### src/rtl/dbell_pkg.sv
package dbell_pkg;

    localparam logic [3:0] OFF_TRIG = 4'h4;
    localparam logic [3:0] OFF_PEND = 4'h8;
    localparam logic [3:0] OFF_ENAB = 4'hC;
    localparam int         IDX_W    = 8;
    localparam int         TGT_LSB  = 8;

    typedef enum logic [1:0] {
        DB_REG_NONE,
        DB_REG_TRIG,
        DB_REG_PEND,
        DB_REG_ENAB
    } db_reg_e;

    function automatic db_reg_e decode_shared(input logic [3:0] off);
        return (off == OFF_TRIG) ? DB_REG_TRIG : DB_REG_NONE;
    endfunction

    function automatic db_reg_e decode_private(input logic [3:0] off);
        db_reg_e k;
        unique case (off)
            OFF_PEND: k = DB_REG_PEND;
            OFF_ENAB: k = DB_REG_ENAB;
            default:  k = DB_REG_NONE;
        endcase
        return k;
    endfunction

endpackage

### src/rtl/dbell_trigger_decode.sv
module dbell_trigger_decode
    import dbell_pkg::*;
#(
    parameter int NUM_CPUS  = 4,
    parameter int NUM_BELLS = 8,
    parameter int DATA_W    = 32
) (
    input  logic                 we,
    input  logic [3:0]           addr,
    input  logic [DATA_W-1:0]    wdata,
    output logic [NUM_CPUS-1:0]  hit_cpu,
    output logic [NUM_BELLS-1:0] hit_bell
);

    logic [IDX_W-1:0] idx;
    logic             fire;

    always_comb begin
        idx  = wdata[IDX_W-1:0];
        fire = we && (decode_shared(addr) == DB_REG_TRIG) && (int'(idx) < NUM_BELLS);
    end

    for (genvar c = 0; c < NUM_CPUS; c++) begin : g_tgt
        always_comb hit_cpu[c] = fire && wdata[TGT_LSB + c];
    end

    for (genvar b = 0; b < NUM_BELLS; b++) begin : g_bell
        always_comb hit_bell[b] = fire && (int'(idx) == b);
    end

endmodule

### src/rtl/dbell_cpu_bank.sv
module dbell_cpu_bank
    import dbell_pkg::*;
#(
    parameter int NUM_BELLS = 8,
    parameter int DATA_W    = 32
) (
    input  logic                 clk,
    input  logic                 rst_n,
    input  logic [NUM_BELLS-1:0] set_bits,
    input  logic                 wr_en,
    input  db_reg_e              wr_kind,
    input  logic [DATA_W-1:0]    wr_data,
    output logic [NUM_BELLS-1:0] pend_q,
    output logic [NUM_BELLS-1:0] enab_q,
    output logic                 req
);

    logic [NUM_BELLS-1:0] pend_d;
    logic [NUM_BELLS-1:0] enab_d;

    always_comb begin
        pend_d = pend_q;
        enab_d = enab_q;
        if (wr_en) begin
            unique case (wr_kind)
                DB_REG_PEND: pend_d = pend_q & wr_data[NUM_BELLS-1:0];
                DB_REG_ENAB: enab_d = wr_data[NUM_BELLS-1:0];
                default:     ;
            endcase
        end
        pend_d = pend_d | set_bits;
    end

    always_ff @(posedge clk) begin
        if (!rst_n) begin
            pend_q <= '0;
            enab_q <= '0;
        end else begin
            pend_q <= pend_d;
            enab_q <= enab_d;
        end
    end

    always_comb req = |(pend_q & enab_q);

    a_r6_trigger_wins: assert property (@(posedge clk) disable iff (!rst_n)
        (|set_bits) |=> ((pend_q & $past(set_bits)) == $past(set_bits)));

    a_r5_zero_clears: assert property (@(posedge clk) disable iff (!rst_n)
        (wr_en && wr_kind == DB_REG_PEND && wr_data[NUM_BELLS-1:0] == '0 && set_bits == '0)
        |=> (pend_q == '0));

    a_r7_enable_load: assert property (@(posedge clk) disable iff (!rst_n)
        (wr_en && wr_kind == DB_REG_ENAB) |=> (enab_q == $past(wr_data[NUM_BELLS-1:0])));

    a_r8_no_req_when_disabled: assert property (@(posedge clk) disable iff (!rst_n)
        (enab_q == '0) |-> !req);

endmodule

### src/rtl/ipi_doorbell_unit.sv
module ipi_doorbell_unit
    import dbell_pkg::*;
#(
    parameter int NUM_CPUS  = 4,
    parameter int NUM_BELLS = 8,
    parameter int DATA_W    = 32,
    localparam int CPU_W    = (NUM_CPUS > 1) ? $clog2(NUM_CPUS) : 1
) (
    input  logic                clk,
    input  logic                rst_n,
    input  logic                sh_we,
    input  logic [3:0]          sh_addr,
    input  logic [DATA_W-1:0]   sh_wdata,
    input  logic                pv_we,
    input  logic [CPU_W-1:0]    pv_cpu,
    input  logic [3:0]          pv_addr,
    input  logic [DATA_W-1:0]   pv_wdata,
    input  logic [CPU_W-1:0]    rd_cpu,
    input  logic [3:0]          rd_addr,
    output logic [DATA_W-1:0]   rd_data,
    output logic [NUM_CPUS-1:0] db_req
);

    logic [NUM_CPUS-1:0]  hit_cpu;
    logic [NUM_BELLS-1:0] hit_bell;
    logic [NUM_BELLS-1:0] pend_all [NUM_CPUS];
    logic [NUM_BELLS-1:0] enab_all [NUM_CPUS];
    logic [NUM_CPUS*NUM_BELLS-1:0] pend_flat;
    db_reg_e              pv_kind;

    always_comb pv_kind = decode_private(pv_addr);

    dbell_trigger_decode #(
        .NUM_CPUS (NUM_CPUS),
        .NUM_BELLS(NUM_BELLS),
        .DATA_W   (DATA_W)
    ) u_trig (
        .we      (sh_we),
        .addr    (sh_addr),
        .wdata   (sh_wdata),
        .hit_cpu (hit_cpu),
        .hit_bell(hit_bell)
    );

    for (genvar c = 0; c < NUM_CPUS; c++) begin : g_bank
        logic [NUM_BELLS-1:0] set_bits;
        logic                 sel;
        always_comb set_bits = hit_cpu[c] ? hit_bell : '0;
        always_comb sel      = pv_we && (int'(pv_cpu) == c);

        dbell_cpu_bank #(
            .NUM_BELLS(NUM_BELLS),
            .DATA_W   (DATA_W)
        ) u_bank (
            .clk     (clk),
            .rst_n   (rst_n),
            .set_bits(set_bits),
            .wr_en   (sel),
            .wr_kind (pv_kind),
            .wr_data (pv_wdata),
            .pend_q  (pend_all[c]),
            .enab_q  (enab_all[c]),
            .req     (db_req[c])
        );

        always_comb pend_flat[c*NUM_BELLS +: NUM_BELLS] = pend_all[c];
    end

    always_comb begin
        rd_data = '0;
        if (int'(rd_cpu) < NUM_CPUS) begin
            unique case (decode_private(rd_addr))
                DB_REG_PEND: rd_data[NUM_BELLS-1:0] = pend_all[rd_cpu];
                DB_REG_ENAB: rd_data[NUM_BELLS-1:0] = enab_all[rd_cpu];
                default:     rd_data = '0;
            endcase
        end
    end

    a_r3_bad_index_ignored: assert property (@(posedge clk) disable iff (!rst_n)
        (sh_we && sh_addr == OFF_TRIG && int'(sh_wdata[IDX_W-1:0]) >= NUM_BELLS && !pv_we)
        |=> $stable(pend_flat));

    a_r4_other_offset_ignored: assert property (@(posedge clk) disable iff (!rst_n)
        (sh_we && sh_addr != OFF_TRIG && !pv_we) |=> $stable(pend_flat));

endmodule

### config.mk
export PLATFORM = sky130hd
export DESIGN_NAME = ipi_doorbell_unit
export DESIGN_NICKNAME = d
export VERILOG_FILES = /design/src/rtl/dbell_pkg.sv /design/src/rtl/dbell_trigger_decode.sv /design/src/rtl/dbell_cpu_bank.sv /design/src/rtl/ipi_doorbell_unit.sv
export SDC_FILE = /design/constraint.sdc
export NUM_CORES = 1
export LEC_CHECK = 0
export ABC_AREA = 1
export BUFFER_PORTS_ARGS = -buffer_cell sky130_fd_sc_hd__buf_2
export CORE_AREA = 8 8 121 95
export DETAILED_ROUTE_END_ITERATION = 12
export DIE_AREA = 0 0 129 103
export PLACE_DENSITY = 0.66
export SYNTH_ARGS = -nofsm -noshare
export SYNTH_HDL_FRONTEND = slang
export SYNTH_SLANG_ARGS = --single-unit
### constraint.sdc
create_clock -name clk -period 2.2 [get_ports clk]
set_input_delay 0.44 -clock clk [delete_from_list [all_inputs] [get_ports clk]]
set_output_delay 0.44 -clock clk [all_outputs]
set_load 0.02 [all_outputs]
* Word-level counts from Yosys, hierarchy flattened *
Cells that the tools add are included.

storage, ports and cells
  bits in registers = 64
  bits of input ports = 84
  output and inout bits = 36
  word-level logic and storage cells = 93

cells by class
  $lt $le $gt $ge = 2
  eq/ne operators = 20
  muxes and demuxes = 22
  bitwise gates (word level) = 13
  reduce and logical (&&, ||, !) cells = 28

operators by type and width
  kind                number
  $mux 8              16
  $and 8x8->8         8
  $bmux 8 s2          2
  $eq 8x4->1 const B  4
  $or 8x8->8          4
  $reduce_or 8->1     4
  $logic_and 1x1->1   18
  $eq 4x4->1 const B  4
  $eq 8x3->1 const B  2
  $pmux 8 s2          1
  $eq 2x2->1 const B  6
  $eq 8x2->1 const B  1
  $logic_not 8->1     1
  $lt 8x4->1 const B  1
  $pmux 2 s2          2
  $reduce_and 2->1    4
  $eq 2x1->1 const B  2
  $eq 4x3->1 const B  1
  $ge 3x3->1 const B  1
  $not 2->3           1
  $logic_not 2->1     1
  $mux 1              1

* Logic depth before layout (Yosys ltp) *
  word-level depth = 8
  gate-level depth with buffers = 7
  gate-level depth less buffers = 7

* Hierarchy *
A second synthesis with hierarchy kept.

second synthesis, totals
  cell total of the unflattened synthesis = 764
  area total of the unflattened synthesis = 4461.8 um^2

by module, submodules not included
  module                instances  cells each  area an instance (um^2)  seq. area each (um^2)
  dbell_cpu_bank        4          100         699.4                    320.3
  ipi_doorbell_unit     1          320         1407.6                   0.0
  dbell_trigger_decode  1          44          256.5                    0.0

* Worst setup path before layout *
Ideal clock, no wire load.

  path type = input to output
  start point = input port rd_cpu[1]
  end point = output port rd_data[7]
  data arrival time = 1.376 ns
  data required time = 1.760 ns
  slack = 0.384 ns
  stages = 6
  cell sequence = clkbuf_1 > a21oi_1 > o21ai_0 > nand2_1 > inv_1 > o21ai_0

on the way
  word-level cells in the longest chain between the ends = 5

RTL lines
  what                                           line                                              RTL
  start, declared                                ipi_doorbell_unit.sv:18                           input logic [CPU_W-1:0] rd_cpu,
  $not 2->3 (implied by the code) (*)            ipi_doorbell_unit.sv:73, ipi_doorbell_unit.sv:74
  $bmux 8 s2, on equally long branches           ipi_doorbell_unit.sv:74, ipi_doorbell_unit.sv:73
  $mux 8, on equally long branches (2 in a row)  ipi_doorbell_unit.sv:74, ipi_doorbell_unit.sv:73
  $pmux 8 s2 (*)                                 ipi_doorbell_unit.sv:72                           unique case (decode_private(rd_addr))
  end, declared                                  ipi_doorbell_unit.sv:20                           output logic [DATA_W-1:0] rd_data,

Mark *: on every way between the ends. The rest lies on a longest branch, timed or not. The select of a mux whose other input is x is not followed.

* Worst setup path after layout *
  start point = register g_bank[3].u_bank.enab_q[1]
  end point = output port db_req[3]

on the way
  word-level cells in the longest chain between the ends = 2

RTL lines
  what                    line                     RTL
  start, declared         dbell_cpu_bank.sv:14     output logic [NUM_BELLS-1:0] enab_q,
  start signal, assigned  dbell_cpu_bank.sv:40     enab_q <= enab_d;
  $and 8x8->8             dbell_cpu_bank.sv:44     always_comb req = |(pend_q & enab_q);
  $reduce_or 8->1         dbell_cpu_bank.sv:44
  end, declared           ipi_doorbell_unit.sv:21  output logic [NUM_CPUS-1:0] db_req

Every way passes these cells.

==> run summary <==
The run finished with clean final reports. The worst path in the final design needs a cycle of 2.03 ns, including I/O delays and setup. After Yosys synthesis, XOR and XNOR cells account for 0% of the synthesized area. The logs give 1.76 ns for the critical path required time and 0 for the total of endpoints with negative setup slack in the final report. The number of inserted filler cells in the final layout was 1015; the combinational share of power was 9.9%. The number of setup buffers added after CTS is 0. After synthesis, the share of cell area in mux cells is 0%.

The synthesized netlist devotes 0% of its cell area to adder and majority cells. The largest fanout on the critical path works out to 3. The net switching component of the power is 756 uW. Walking the worst path, the cells encountered are nand2_1 > nand2_1 > a221oi_1 > nand2_1 > buf_2.

The first TritonRoute pass finished after 5 iterations. The routed length on met1 was 5200 um; the compound-gate portion of the synthesized area was 21.9%. After layout, the worst path uses 92.3% of the clock period. The tools report the pin count of the biggest net entering global routing as 41. The H-tree generated during clock tree synthesis spans 3 levels. The endpoint kind of the worst setup timing path was an output pin. The tools report the routability congestion estimate as 0.932. Setup repair after global routing left no endpoint under its margin.

Net switching is 25.0% of the power. Summing the areas of all and, or, nand and nor instances in the mapped netlist gives 27.9% of the synthesized area. The share of cells above drive strength 1 works out to 15.3%. For this run, design rule violations remaining after detail routing come to 0.

By startpoint and endpoint, the worst setup path is classified as reg -> out. The max-slew violation total from the final report is 0, and the per-cell via count in the routed design is 5.40. Via count of the first global-routing pass: 3596. The slowest stage of the critical path belongs to the cell sky130_fd_sc_hd__a221oi_1. The tools report the leakage power total as 1.74 nW.

The routed design uses 5180 um of met2 wire. Among the stages of the critical path, the cell type that occurs most often is sky130_fd_sc_hd__nand2_1. Row generation in the floorplan step produced 31 rows. The number of diodes added for antenna fixing was 0; the all-layer global routing usage was 18.2%. The min-delay analysis places its worst path in the category in -> reg. After synthesis, the largest family of logic cells by area is simple AND/OR/NAND/NOR gates. VDD sags by at most 0.481 mV.

For the number of ports placed on the die boundary, the log shows 120. For the cell-internal power, the log shows 2.26 mW. Number of synthesized register bits: 64.

TritonCTS built the clock tree. The number of gates resized after cts came out at 0. The wire length of the first global-routing pass was 18400 um. The port buffer count was 51; the starting utilization of the core area was 39.3%. The logs give 0 for the final hold violation count and 9 for the number of buffers created by CTS. The share of Yosys cell area claimed by the top area cell type is 34.3%, and the largest buffer count on any clock path is 2.

For this run the aggregate overflow at the end of global routing stands at 0. The top layer used by detailed routing is met4. The portion of total power attributed to the clock network is 51.5%. The floorplan step set the die height to 103 um. Among cell families on the critical path, the largest total delay comes from compound AO/OA/AOI/OAI gates. The number of different library cells in the post-synthesis netlist was 27; the growth of design area from synthesis to finish was 15.2%.

For the initial antenna violation count, the log shows 0. The die covers 13300 um^2. For the clock insertion delay at the later pin of the skew report, the log shows 0.33 ns.

The share of total power in sequential cells is 38.7%, and the clock sink total is 64. Summed over all nets, wire length on met3 after detailed routing comes to 1170 um. Total number of yosys warnings: 0. After layout, the worst setup slack is 0.169 ns.

In this run the remaining antenna-violating nets after routing total 0. The mean instance size in the synthesized netlist is 6.62 um^2. Overall power consumption after layout is estimated at 3.02 mW. In this run the power density over the cells is 700 nW/um^2. The die is 129 um wide. Buffer type at the clock tree root: sky130_fd_sc_hd__clkbuf_16. The placed standard-cell area came out at 3990 um^2. In the synthesized netlist, the number of instances is 565. On the worst path, the slowest cell contributes a delay of 0.41 ns. The maximum clock frequency was 492 MHz.

For this block, the routed nets add up to 11900 um of wire. At the placement stage, the worst setup path has a slack of 0.251 ns. In this run the standard cell core region covers 9500 um^2.

STA puts the critical path data arrival time at 1.59 ns. For the cell area after layout, the log shows 4310 um^2. On the final layout, the worst clock skew is 0 ns. The tools report the sort of element at the start of the critical path as a register. After synthesis, flip-flops and latches occupy 34.3% of the total area.

Detail-routed net length per standard cell: 16.1 um. The number of hold buffers added after CTS was 0. The net count reported at finish was 685.

The post-synth design cell area is 3740 um^2, and the number of violations reported at the end of detailed-routing iteration 0 is 338. For this block, the via count after detailed routing is 3982. In the final timing run, aggregate negative setup slack is 0 ns. The library cell occupying the most area in the post-synthesis netlist was sky130_fd_sc_hd__dfxtp_1. The run gives 0 as the number of max-cap violations. The number of buffers and inverters on the critical path was 1. The clock-pin slew of the registers on the worst-case setup and hold paths is 0.05 ns. By area the synthesized netlist is led by sky130_fd_sc_hd__dfxtp_1 34%, sky130_fd_sc_hd__o21ai_0 9.9%, sky130_fd_sc_hd__a21oi_1 9.2%. Once detailed placement completed, the half-perimeter wirelength came to 8920 um.
final timing paths:
path                                    from                          to  slack [ns]  cells past startpoint
setup / recovery  g_bank[3].u_bank.enab_q[1]                   db_req[3]        0.17                      5
hold / removal                   pv_wdata[0]  g_bank[2].u_bank.enab_q[0]        0.44                      3
setup reg to reg  g_bank[2].u_bank.pend_q[0]  g_bank[2].u_bank.pend_q[0]        1.52                      2
hold reg to reg   g_bank[1].u_bank.pend_q[5]  g_bank[1].u_bank.pend_q[5]        0.46                      2
power by group through the flow:
| stage | combinational [mW] | sequential (mW) | clock, mW |
|---|---|---|---|
| after global placement | 0.288 | 1.19 | 0 |
| after global routing | 0.330 | 1.17 | 1.62 |
| after detailed placement | 0.292 | 1.19 | 0 |
| after CTS | 0.293 | 1.17 | 1.57 |
| final | 0.298 | 1.17 | 1.55 |
| after floorplan | 0.225 | 1.19 | 0 |
stage by stage:
stage                     hold slack [ns]  cells  utilization, %
after floorplan                     0.444    588               -
after global placement              0.454    722            41.9
after detailed placement            0.458    722            41.9
after CTS                           0.427    738            45.3
after global routing                0.467    738            45.3
final                               0.439    738            45.3
synthesized netlist by cell type (all sizes together):
cell     n
a21oi   70
conb     1
clkbuf  15
a221oi   4
dfxtp   64
inv     58
nor2    73
a22o     1
nand2   85
nand3   32
nand3b   1
o21ai   76
buf     43
nand4   34
o22ai    6
clkinv   2
per-layer routing:
layer	track usage, %	vias to the layer above
met3	5.43	26
met1	23.3	1845
met2	28.0	198
li1	-	1913
met5	0	-
met4	7.29	0
sequential cells by signal (all words and copies together) (netlist names):
signal,cells
g_bank.u_bank.enab_q,32
g_bank.u_bank.pend_q,32
area by class of cell:
class / instances / area [um^2] / share of cell area [%]
clock inverter: 6 / 82.6 / 1.92
tap: 132 / 165 / 3.83
clock buffer: 10 / 239 / 5.55
inverter: 60 / 235 / 5.46
sequential: 64 / 1280 / 29.7
multi-input combinational: 406 / 1960 / 45.4
timing repair buffer: 60 / 348 / 8.07
cells by family after synthesis:
logic type,count (synthesis)
AO/OA/AOI/OAI,157
buffers and inverters,118
flip-flops,64
other,1
AND/OR/NAND/NOR,225
worst min-delay path, delay by kind of cell:
kind	cells	cell delay (ns)
buf+inv	1	0.13
compound gates	1	0.09
simple gates	1	0.08
placed cells by master, fill, tap and decap left out, drive strengths merged:
cell type and count:
inv 58, conb 24, dfxtp 64, a21oi 70, nand4 34, a22o 1
nor2 73, nand3 32, bufinv 2, clkinv 5, buf 60, clkbuf 10
clkinvlp 1, o22ai 6, nand2 85, a221oi 4, o21ai 76, nand3b 1
Power figures use the tool's default switching activity.
